==> src/rtl/bdc_pkg.sv <==
package bdc_pkg;
    typedef enum logic [1:0] {
        RSP_NONE  = 2'd0,
        RSP_ACK   = 2'd1,
        RSP_RETRY = 2'd2,
        RSP_DISC  = 2'd3
    } rsp_e;

    typedef enum logic [1:0] {
        ENT_EMPTY = 2'd0,
        ENT_BUSY  = 2'd1,
        ENT_HELD  = 2'd2
    } ent_e;

    typedef enum logic {
        PH_IDLE = 1'b0,
        PH_WAIT = 1'b1
    } ph_e;
endpackage

==> src/rtl/bdc_tag_match.sv <==
// Compares a master request with the held entry and decodes the prefetchable region.
module bdc_tag_match #(
    parameter int              ADDR_W     = 32,
    parameter int              BE_W       = 4,
    parameter logic [ADDR_W-1:0] PREF_MASK  = '0,
    parameter logic [ADDR_W-1:0] PREF_MATCH = '0
) (
    input  logic [ADDR_W-1:0] req_addr,
    input  logic              req_write,
    input  logic [BE_W-1:0]   req_be,
    input  logic [ADDR_W-1:0] ent_addr,
    input  logic              ent_write,
    input  logic [BE_W-1:0]   ent_be,
    output logic              same_tag,
    output logic              req_pref
);
    always_comb begin
        same_tag = (req_addr == ent_addr) && (req_write == ent_write) && (req_be == ent_be);
        req_pref = ((req_addr & PREF_MASK) == PREF_MATCH);
    end
endmodule

==> src/rtl/bdc_phase_timer.sv <==
// Counts wait clocks of the current data phase against the limit chosen at its start.
module bdc_phase_timer #(
    parameter int FIRST_LIMIT = 16,
    parameter int NEXT_LIMIT  = 8
) (
    input  logic clk,
    input  logic rst_n,
    input  logic start,
    input  logic first,
    input  logic run,
    output logic expired
);
    localparam int MAX_L = (FIRST_LIMIT > NEXT_LIMIT) ? FIRST_LIMIT : NEXT_LIMIT;
    localparam int CW    = $clog2(MAX_L + 1);

    typedef struct packed {
        logic [CW-1:0] cnt;
        logic [CW-1:0] lim;
    } tmr_t;

    tmr_t tmr_q, tmr_d;

    assign expired = (tmr_q.cnt == tmr_q.lim);

    always_comb begin
        tmr_d = tmr_q;
        if (start) begin
            tmr_d.cnt = CW'(1);
            tmr_d.lim = first ? CW'(FIRST_LIMIT) : CW'(NEXT_LIMIT);
        end else if (run && !expired) begin
            tmr_d.cnt = tmr_q.cnt + CW'(1);
        end
    end

    always_ff @(posedge clk) begin
        if (!rst_n) begin
            tmr_q.cnt <= '0;
            tmr_q.lim <= CW'(NEXT_LIMIT);
        end else begin
            tmr_q <= tmr_d;
        end
    end
endmodule

==> src/rtl/bdc_hold_entry.sv <==
// Single local access entry: drives the local bus while busy, keeps the result afterwards.
module bdc_hold_entry
    import bdc_pkg::*;
#(
    parameter int ADDR_W         = 32,
    parameter int DATA_W         = 32,
    parameter int BE_W           = 4,
    parameter int DISCARD_CYCLES = 32768
) (
    input  logic              clk,
    input  logic              rst_n,
    input  logic              alloc,
    input  logic [ADDR_W-1:0] a_addr,
    input  logic              a_write,
    input  logic [BE_W-1:0]   a_be,
    input  logic [DATA_W-1:0] a_wdata,
    input  logic              a_pref,
    input  logic              take,
    input  logic              l_done,
    input  logic [DATA_W-1:0] l_rdata,
    output ent_e              state,
    output logic [ADDR_W-1:0] e_addr,
    output logic              e_write,
    output logic [BE_W-1:0]   e_be,
    output logic              e_pref,
    output logic [DATA_W-1:0] e_data
);
    localparam int DCW = (DISCARD_CYCLES > 2) ? $clog2(DISCARD_CYCLES) : 1;
    localparam logic [DCW-1:0] DC_LAST = DCW'(DISCARD_CYCLES - 1);

    typedef struct packed {
        ent_e              st;
        logic [ADDR_W-1:0] addr;
        logic              write;
        logic [BE_W-1:0]   be;
        logic              pref;
        logic [DATA_W-1:0] data;
        logic [DCW-1:0]    dcnt;
    } ent_t;

    ent_t ent_q, ent_d;

    always_comb begin
        ent_d = ent_q;
        unique case (ent_q.st)
            ENT_BUSY: begin
                if (l_done) begin
                    if (!ent_q.write) ent_d.data = l_rdata;
                    ent_d.st   = take ? ENT_EMPTY : ENT_HELD;
                    ent_d.dcnt = '0;
                end
            end
            ENT_HELD: begin
                if (take) begin
                    ent_d.st = ENT_EMPTY;
                end else if (ent_q.pref) begin
                    if (ent_q.dcnt == DC_LAST) begin
                        ent_d.st   = ENT_EMPTY;
                        ent_d.dcnt = '0;
                    end else begin
                        ent_d.dcnt = ent_q.dcnt + DCW'(1);
                    end
                end
            end
            default: ;
        endcase
        if (alloc) begin
            ent_d.st    = ENT_BUSY;
            ent_d.addr  = a_addr;
            ent_d.write = a_write;
            ent_d.be    = a_be;
            ent_d.pref  = a_pref;
            ent_d.data  = a_wdata;
            ent_d.dcnt  = '0;
        end
    end

    always_ff @(posedge clk) begin
        if (!rst_n) begin
            ent_q       <= '0;
            ent_q.st    <= ENT_EMPTY;
        end else begin
            ent_q <= ent_d;
        end
    end

    assign state   = ent_q.st;
    assign e_addr  = ent_q.addr;
    assign e_write = ent_q.write;
    assign e_be    = ent_q.be;
    assign e_pref  = ent_q.pref;
    assign e_data  = ent_q.data;
endmodule

==> src/rtl/bridge_disc_ctrl.sv <==
// Phase controller: accepts master phases, answers ack / retry / disconnect.
module bridge_disc_ctrl
    import bdc_pkg::*;
#(
    parameter int                ADDR_W         = 32,
    parameter int                DATA_W         = 32,
    parameter int                FIRST_LIMIT    = 16,
    parameter int                NEXT_LIMIT     = 8,
    parameter int                DISCARD_CYCLES = 32768,
    parameter logic [ADDR_W-1:0] PREF_MASK      = ADDR_W'(1) << (ADDR_W - 1),
    parameter logic [ADDR_W-1:0] PREF_MATCH     = ADDR_W'(1) << (ADDR_W - 1)
) (
    input  logic                clk,
    input  logic                rst_n,
    input  logic                m_valid,
    input  logic                m_first,
    input  logic                m_write,
    input  logic [ADDR_W-1:0]   m_addr,
    input  logic [DATA_W/8-1:0] m_be,
    input  logic [DATA_W-1:0]   m_wdata,
    output logic [1:0]          t_resp,
    output logic [DATA_W-1:0]   t_rdata,
    output logic                l_req,
    output logic                l_write,
    output logic [ADDR_W-1:0]   l_addr,
    output logic [DATA_W/8-1:0] l_be,
    output logic [DATA_W-1:0]   l_wdata,
    input  logic                l_done,
    input  logic [DATA_W-1:0]   l_rdata
);
    localparam int BE_W = DATA_W / 8;

    typedef struct packed {
        ph_e               ph;
        rsp_e              rsp;
        logic              first;
        logic [DATA_W-1:0] rdata;
    } ctl_t;

    ctl_t ctl_q, ctl_d;

    ent_e              ent_st;
    logic [ADDR_W-1:0] ent_addr;
    logic              ent_write;
    logic [BE_W-1:0]   ent_be;
    logic              ent_pref;
    logic [DATA_W-1:0] ent_data;
    logic              ent_alloc;
    logic              ent_take;
    logic              same_tag;
    logic              req_pref;
    logic              tmr_start;
    logic              tmr_expired;

    bdc_tag_match #(
        .ADDR_W     (ADDR_W),
        .BE_W       (BE_W),
        .PREF_MASK  (PREF_MASK),
        .PREF_MATCH (PREF_MATCH)
    ) u_match (
        .req_addr  (m_addr),
        .req_write (m_write),
        .req_be    (m_be),
        .ent_addr  (ent_addr),
        .ent_write (ent_write),
        .ent_be    (ent_be),
        .same_tag  (same_tag),
        .req_pref  (req_pref)
    );

    bdc_phase_timer #(
        .FIRST_LIMIT (FIRST_LIMIT),
        .NEXT_LIMIT  (NEXT_LIMIT)
    ) u_timer (
        .clk     (clk),
        .rst_n   (rst_n),
        .start   (tmr_start),
        .first   (m_first),
        .run     (ctl_q.ph == PH_WAIT),
        .expired (tmr_expired)
    );

    bdc_hold_entry #(
        .ADDR_W         (ADDR_W),
        .DATA_W         (DATA_W),
        .BE_W           (BE_W),
        .DISCARD_CYCLES (DISCARD_CYCLES)
    ) u_entry (
        .clk     (clk),
        .rst_n   (rst_n),
        .alloc   (ent_alloc),
        .a_addr  (m_addr),
        .a_write (m_write),
        .a_be    (m_be),
        .a_wdata (m_wdata),
        .a_pref  (req_pref),
        .take    (ent_take),
        .l_done  (l_done),
        .l_rdata (l_rdata),
        .state   (ent_st),
        .e_addr  (ent_addr),
        .e_write (ent_write),
        .e_be    (ent_be),
        .e_pref  (ent_pref),
        .e_data  (ent_data)
    );

    always_comb begin
        ctl_d     = ctl_q;
        ctl_d.rsp = RSP_NONE;
        ent_alloc = 1'b0;
        ent_take  = 1'b0;
        tmr_start = 1'b0;
        unique case (ctl_q.ph)
            PH_IDLE: begin
                if (m_valid && (ctl_q.rsp == RSP_NONE)) begin
                    if ((ent_st == ENT_HELD) && same_tag) begin
                        ctl_d.rsp   = RSP_ACK;
                        ctl_d.rdata = ent_data;
                        ent_take    = 1'b1;
                    end else if ((ent_st == ENT_EMPTY) ||
                                 ((ent_st == ENT_HELD) && ent_pref)) begin
                        ent_alloc   = 1'b1;
                        tmr_start   = 1'b1;
                        ctl_d.first = m_first;
                        ctl_d.ph    = PH_WAIT;
                    end else begin
                        ctl_d.rsp   = RSP_RETRY;
                    end
                end
            end
            PH_WAIT: begin
                if (l_done && (ent_st == ENT_BUSY)) begin
                    ctl_d.rsp   = RSP_ACK;
                    ctl_d.rdata = ent_write ? ent_data : l_rdata;
                    ent_take    = 1'b1;
                    ctl_d.ph    = PH_IDLE;
                end else if (tmr_expired) begin
                    ctl_d.rsp   = ctl_q.first ? RSP_RETRY : RSP_DISC;
                    ctl_d.ph    = PH_IDLE;
                end
            end
            default: ctl_d.ph = PH_IDLE;
        endcase
    end

    always_ff @(posedge clk) begin
        if (!rst_n) begin
            ctl_q.ph    <= PH_IDLE;
            ctl_q.rsp   <= RSP_NONE;
            ctl_q.first <= 1'b0;
            ctl_q.rdata <= '0;
        end else begin
            ctl_q <= ctl_d;
        end
    end

    assign t_resp  = ctl_q.rsp;
    assign t_rdata = ctl_q.rdata;
    assign l_req   = (ent_st == ENT_BUSY);
    assign l_write = ent_write;
    assign l_addr  = ent_addr;
    assign l_be    = ent_be;
    assign l_wdata = ent_data;
endmodule

==> config.mk <==
export PLATFORM = sky130hd
export DESIGN_NAME = bridge_disc_ctrl
export DESIGN_NICKNAME = d
export VERILOG_FILES = /design/src/rtl/bdc_pkg.sv /design/src/rtl/bdc_tag_match.sv /design/src/rtl/bdc_phase_timer.sv /design/src/rtl/bdc_hold_entry.sv /design/src/rtl/bridge_disc_ctrl.sv
export SDC_FILE = /design/constraint.sdc
export NUM_CORES = 1
export LEC_CHECK = 0
export ABC_AREA = 1
export BUFFER_PORTS_ARGS = -buffer_cell sky130_fd_sc_hd__buf_2
export CAP_MARGIN = 20
export CORE_MARGIN = 3
export CORE_UTILIZATION = 57
export CTS_CLUSTER_DIAMETER = 50
export DETAILED_ROUTE_END_ITERATION = 6
export GPL_TIMING_DRIVEN = 0
export PLACE_DENSITY = 0.86
export SLEW_MARGIN = 20
export SYNTH_ARGS = -nofsm -noshare
export SYNTH_HDL_FRONTEND = slang
export SYNTH_SLANG_ARGS = --single-unit
==> constraint.sdc <==
create_clock -name clk -period 4.6 [get_ports clk]
set_clock_uncertainty 0.2 [all_clocks]
set_input_delay 0.46 -clock clk [delete_from_list [all_inputs] [get_ports clk]]
set_output_delay 0.46 -clock clk [all_outputs]
set_load 0.02 [all_outputs]
Word level (Yosys, flattened, before mapping)
Cells that the tools add are included.
W data, S select, Z words.

word-level totals
  flip-flop bits (word level) = 133
  input bits = 106
  output and inout port bits = 104
  logic and storage cells = 98

operators by class
  $add $sub $neg = 2
  equality and inequality tests = 18
  mux-type cells = 37
  bitwise gates (word level) = 3
  reduce and logical (&&, ||, !) cells = 23

operator list
  operator                 count
  $mux W32                 4
  $mux W86                 1
  $pmux W32 S2             1
  $mux W47                 1
  $mux W15                 3
  $mux W36                 1
  $eq A32 B32 Y1           1
  $pmux W15 S2             1
  $reduce_and A4 Y1        4
  $add A15 B1 Y15 const B  1
  $eq A15 B15 Y1 const B   1
  $mux W2                  7
  $mux W1                  12
  $ne A3 B1 Y1 const B     3
  $ne A4 B2 Y1 const B     2
  $reduce_bool A2 Y1       4
  $logic_and A1 B1 Y1      7
  $mux W3                  2
  $ne A2 B1 Y1 const B     3
  $ne A2 B2 Y1 const B     3
  $pmux W3 S2              1
  $add A5 B1 Y5 const B    1
  $eq A5 B5 Y1             1
  $mux W5                  1
  14 further kinds         17

Longest topological paths before layout
  depth in word-level cells = 11
  gate-level depth with buffers = 15
  mapped depth without buffers = 14

Modules after synthesis
A second synthesis with hierarchy kept.

second synthesis, totals
  cells, all modules = 1186
  area total of the unflattened synthesis = 8045.2 um^2

by module, submodules not included
  module            instances  cells an instance  area an instance (um^2)  sequential area each (um^2)
  bdc_hold_entry    1          556                4196.5                   1741.7
  bridge_disc_ctrl  1          423                2782.7                   720.7
  bdc_tag_match     1          148                648.1                    0.0
  bdc_phase_timer   1          59                 417.9                    140.1

Least setup slack after synthesis
OpenSTA, ideal clock, no wires.

  path type = flip-flop to flip-flop
  start = reg u_entry.ent_q (netlist bit u_entry.state[0])
  end = reg u_entry.ent_q[11] (netlist bit)
  setup time = 0.113 ns
  arrival = 1.774 ns
  data required time = 4.287 ns
  setup slack = 2.513 ns
  cell stages (with the launch flop) = 11
  buffers on the path = 1
  period minus slack after synthesis = 2.087 ns
  cells stage by stage = dfxtp_1 > inv_1 > nor2_1 > nand2_1 > o21ai_1 > nand3_2 > nand2_2 > buf_6 > nand2_1 > nand2_1 > nor2_1

on the way
  elaborated cells between the ends (all ways) = 22
  those cells by class = eq/ne (5); mux (9); reduce/logical (8)

RTL lines
  what                         line                     source
  from (decl)                  bdc_hold_entry.sv:41     ent_t ent_q, ent_d;
  from (signal assigned)       bdc_hold_entry.sv:83     ent_q <= ent_d;
  $eq A2 B1 Y1 (*)             --
  named net l_req              bridge_disc_ctrl.sv:23   output logic l_req,
  $logic_and A1 B1 Y1          bridge_disc_ctrl.sv:133  if (l_done && (ent_st == ENT_BUSY)) begin
  $mux W1                      bridge_disc_ctrl.sv:133
  $pmux W1 S2                  bridge_disc_ctrl.sv:114  unique case (ctl_q.ph)
  $ne A2 B2 Y1 (no line)       --
  $reduce_and A4 Y1 (no line)  --

Mark *: on every way through the listed nets, which the timed path passes. The rest lies on a longest branch.
A chain may end at the register's enable or synchronous reset.

Worst setup path in the final report
  start = reg u_entry.ent_q (netlist bit u_entry.state[1])
  end = reg ctl_q (netlist bit t_rdata[15])

on the way
  longest elaborated chain between the ends = 4
  elaborated cells between the ends (all ways) = 7
  those cells by class = eq/ne (4); reduce/logical (3)

ends and longest elaborated chain
  what                                                    line                                              source
  $eq A2 B2 Y1 or $eq A2 B1 Y1 (tied branches)            bridge_disc_ctrl.sv:117, bridge_disc_ctrl.sv:133
  $logic_and A1 B1 Y1 (on tied branches)                  bridge_disc_ctrl.sv:117, bridge_disc_ctrl.sv:133
  $ne A2 B2 Y1 (no line) or $ne A2 B1 Y1 (tied branches)  --
  $reduce_and A3 Y1 (no line) (*)                         --
  to (signal assigned)                                    bridge_disc_ctrl.sv:154                           ctl_q <= ctl_d;
  to (decl)                                               bridge_disc_ctrl.sv:40                            ctl_t ctl_q, ctl_d;

Mark *: on every way between the ends. The rest lies on a longest branch, timed or not.

==> results.md <==
* Post-CTS setup buffer count at 0
* Fmax at 0.398 GHz
* Crit path max fanout at 10
* Area delta synth->final at 24.6%
* Mapped cell area at 7440 um2
* Clock buffer depth at 2
* Status: finished, final reports clean
* DRT iter0 DRCs at roughly 760
* Placeable Area at 12700 um2
* TritonCTS clock tree: yes
* Cts hold-fix bufs at 0
* Synth Area per Inst at approximately 6.6 um2
* Switching Share at 34.8%
* Share of the synthesized area in the top cell type at 34.7%
* Antenna Nets Post-Route at 0
* Synth top area cells: dfxtp_1, nand2_1, buf_4
* Met1 global-route usage at 36.7%
* Clock sink total at 129
* Die Area at 14500 um2
* I/O Pins at 210
* Placed cell area at 8690 um2
* Die height at 120 um
* Fin nets at ~1500
* Worst skew pair latency at 0.43 ns
* Startpoint Class: flop
* Residual DRC count at 0
* Design Area, Final at ~9300 um2
* Combinational Power Share at 32.3%
* Most used DFF post-synth: dfxtp_1
* Total of max-cap violations at 0
* Max IR drop VDD at ~330 uV
* Row count at 41
* Initial Util at 58.7%
* Filler cell count at between 1000 and 1500
* Via density at 5.30
* Initial antenna violation count at 1
* Total power at 3.97 mW
* Final period util at 54.6%
* CP most frequent cell: nand2_1
* Die X at ~120 um
* Met2 Track Usage GR at 50.2%
* Final weighted congestion in routability-driven placement at 0.925
* Clock network fraction of total power at roughly 33%
* Setup-failing EPs final at 0
* Reg area at 2580 um2
* Power Dens Cells at around 430 nW/um2
* Worst EP arrival at 2.66 ns
* #FFs+latches synth at 129
* Drt first pass iters at 6
* Hold slack at 0.0498 ns
* H-tree depth at 4
* Fraction of registers with async set/reset at 0%
* PostCTS Resize Cnt at 0
* Most frequent cells in the layout: nand2_1, buf_2, nor2_1, dfxtp_1, buf_4
* Top Usage Layer GRT: met2
* Endpoints failing hold at 0
* Leakage at 4.52 nW
* Yosys warns at 0
* Number of global-route vias before repair at 7532
* Hold WC Path Type: primary input to flop
* Tmin final at 2.51 ns
* Crit path max-delay cell type: dfxtp_1
* Net Switching at 1.38 mW
* First-pass GRT wire length at approximately 35000 um
* Synth Instances at about 1100
* EDFF count, synth at 0
* WP data required at ~4.8 ns
* Syn Nets at approximately 1200
* Worst setup EP type: flop
* Routing usage on met3 at under 10%
* Commonest non-fill, non-tap cell in the layout: nand2_1
* Area of the multi-input gates at 3420 um2
* Routed vias at between 8000 and 9000
* Share of post-route cells with drive strength above 1 at 27.3%
* Hpwl dp at approximately 16000 um
* Crit path max-delay family: simple AND/OR/NAND/NOR gates
* Clock slew at reported path FFs at approximately 0.060 ns
* WL final at between 20000 and 25000 um
* RSZ-0062 raised after global routing: false
* Critical path cell sequence: inv_2 -> nor2_4 -> nand4_1 -> nor2_1 -> nand2_1 -> nor2_2 -> nand3_2 -> nand2_1 -> buf_4 -> nand2_1 -> a21oi_1
* GRT overflow at 0
* Max_slew headroom at 52.7%
* Sequential element share of the synthesized area at 34.7%
* Reg power frac at 34.9%
* Pint at 2.59 mW
* Synth cell types at 36
* Clock Tree Root: clkbuf_16
* CP peak stage delay at approximately 0.38 ns
* Mean routed wirelength per cell at approximately 15 um
* Final count of pins violating max slew at 0
* Leading area contributor after synthesis: dfxtp_1
* GRT Total Usage at 30.6%
* Post-route setup TNS at 0 ns
* WP buf/inv at 2
* Port Buffers at 208
* CTS Buf Count at 17
* Worst slew pin tran at 0.710 ns
* Critical path class: flop to flop
* Largest net degree at the start of global routing at 17
metrics by stage:
stage / util (%) / std cells / setup slack, ns
after global placement: 68.6 / 1515 / 2.11
after floorplan: - / 1135 / 2.51
after CTS: 73.1 / 1546 / 2.15
final: 73.1 / 1547 / 2.09
after global routing: 73.1 / 1547 / 1.93
after detailed placement: 68.6 / 1515 / 2.06
power by group through the flow:
| stage | Clock (mW) | Combinational, mW | Sequential [mW] |
|---|---|---|---|
| 2_1_floorplan | 0 | 0.920 | 1.37 |
| 3_3_place_gp | 0 | 1.23 | 1.40 |
| 3_5_place_dp | 0 | 1.26 | 1.40 |
| 4_1_cts | 1.31 | 1.27 | 1.38 |
| 5_1_grt | 1.36 | 1.41 | 1.40 |
| 6_report | 1.30 | 1.28 | 1.39 |
synthesized netlist by cell type (13+ instances only):
library cell,n
inv_1,99
dfxtp_1,129
clkbuf_1,39
nand3_1,57
nor2_1,151
o21ai_1,59
buf_2,13
nand2_1,224
buf_4,107
a21oi_1,70
o22ai_1,32
o21ai_0,79
final cells by class:
cell class,instances,area share [%]
clock buffers,27,5.64
inverters,109,4.42
repair buffers,208,11.2
multi-input cells,736,36.9
flip-flops and latches,129,27.9
well taps,172,2.32
plain buffers,161,11.1
diodes,1,0.0270
clock inverters,4,0.513
sequential cells by signal (all words and copies together) (netlist names):
signal	flops
u_timer.tmr_q	7
u_entry.e_write	1
t_rdata	32
u_entry.state	2
u_entry.e_be	4
u_entry.ent_q	15
t_resp	2
u_entry.e_data	32
u_entry.e_addr	32
ctl_q	2
worst reg2reg max path, delay by kind of cell, from the launching register on:
kind	cells	cell delay, ns
AND/OR/NAND/NOR	8	1.40
flip-flops	1	0.38
AO/OA/AOI/OAI	1	0.16
buffers and inverters	2	0.30
layer usage:
metal | up-vias | wire length, um
met5 | - | 0
met4 | 0 | 935
met3 | 79 | 2410
met2 | 456 | 10300
met1 | 3656 | 8900
li1 | 4014 | -
cells by family (layout without fill, tap and decap cells):
group | count (synthesis) | after routing | share of synthesized area [%]
AOI/OAI and AO/OA | 246 | 246 | 17.3
other | 0 | 1 | 0
xor gates and xnor gates | 12 | 12 | 1.41
DFF | 129 | 129 | 34.7
and+or+nand+nor | 475 | 475 | 26.7
adders and majority gates | 3 | 3 | 0.505
buffers and inverters | 270 | 509 | 19.3
final timing paths:
check	cells after the start	slack [ns]	endpoint	start
hold reg to reg	2	0.28	ctl_q[32]$_SDFFE_PN0P_	ctl_q[32]$_SDFFE_PN0P_
setup reg to reg	11	2.09	t_rdata[15]$_SDFFE_PN0P_	u_entry.state[1]$_SDFFE_PP0P_
hold / removal	3	0.05	u_entry.e_data[17]$_SDFFE_PN0P_	m_wdata[17]
setup / recovery	11	2.09	t_rdata[15]$_SDFFE_PN0P_	u_entry.state[1]$_SDFFE_PP0P_
Power figures use the tool's default switching activity.
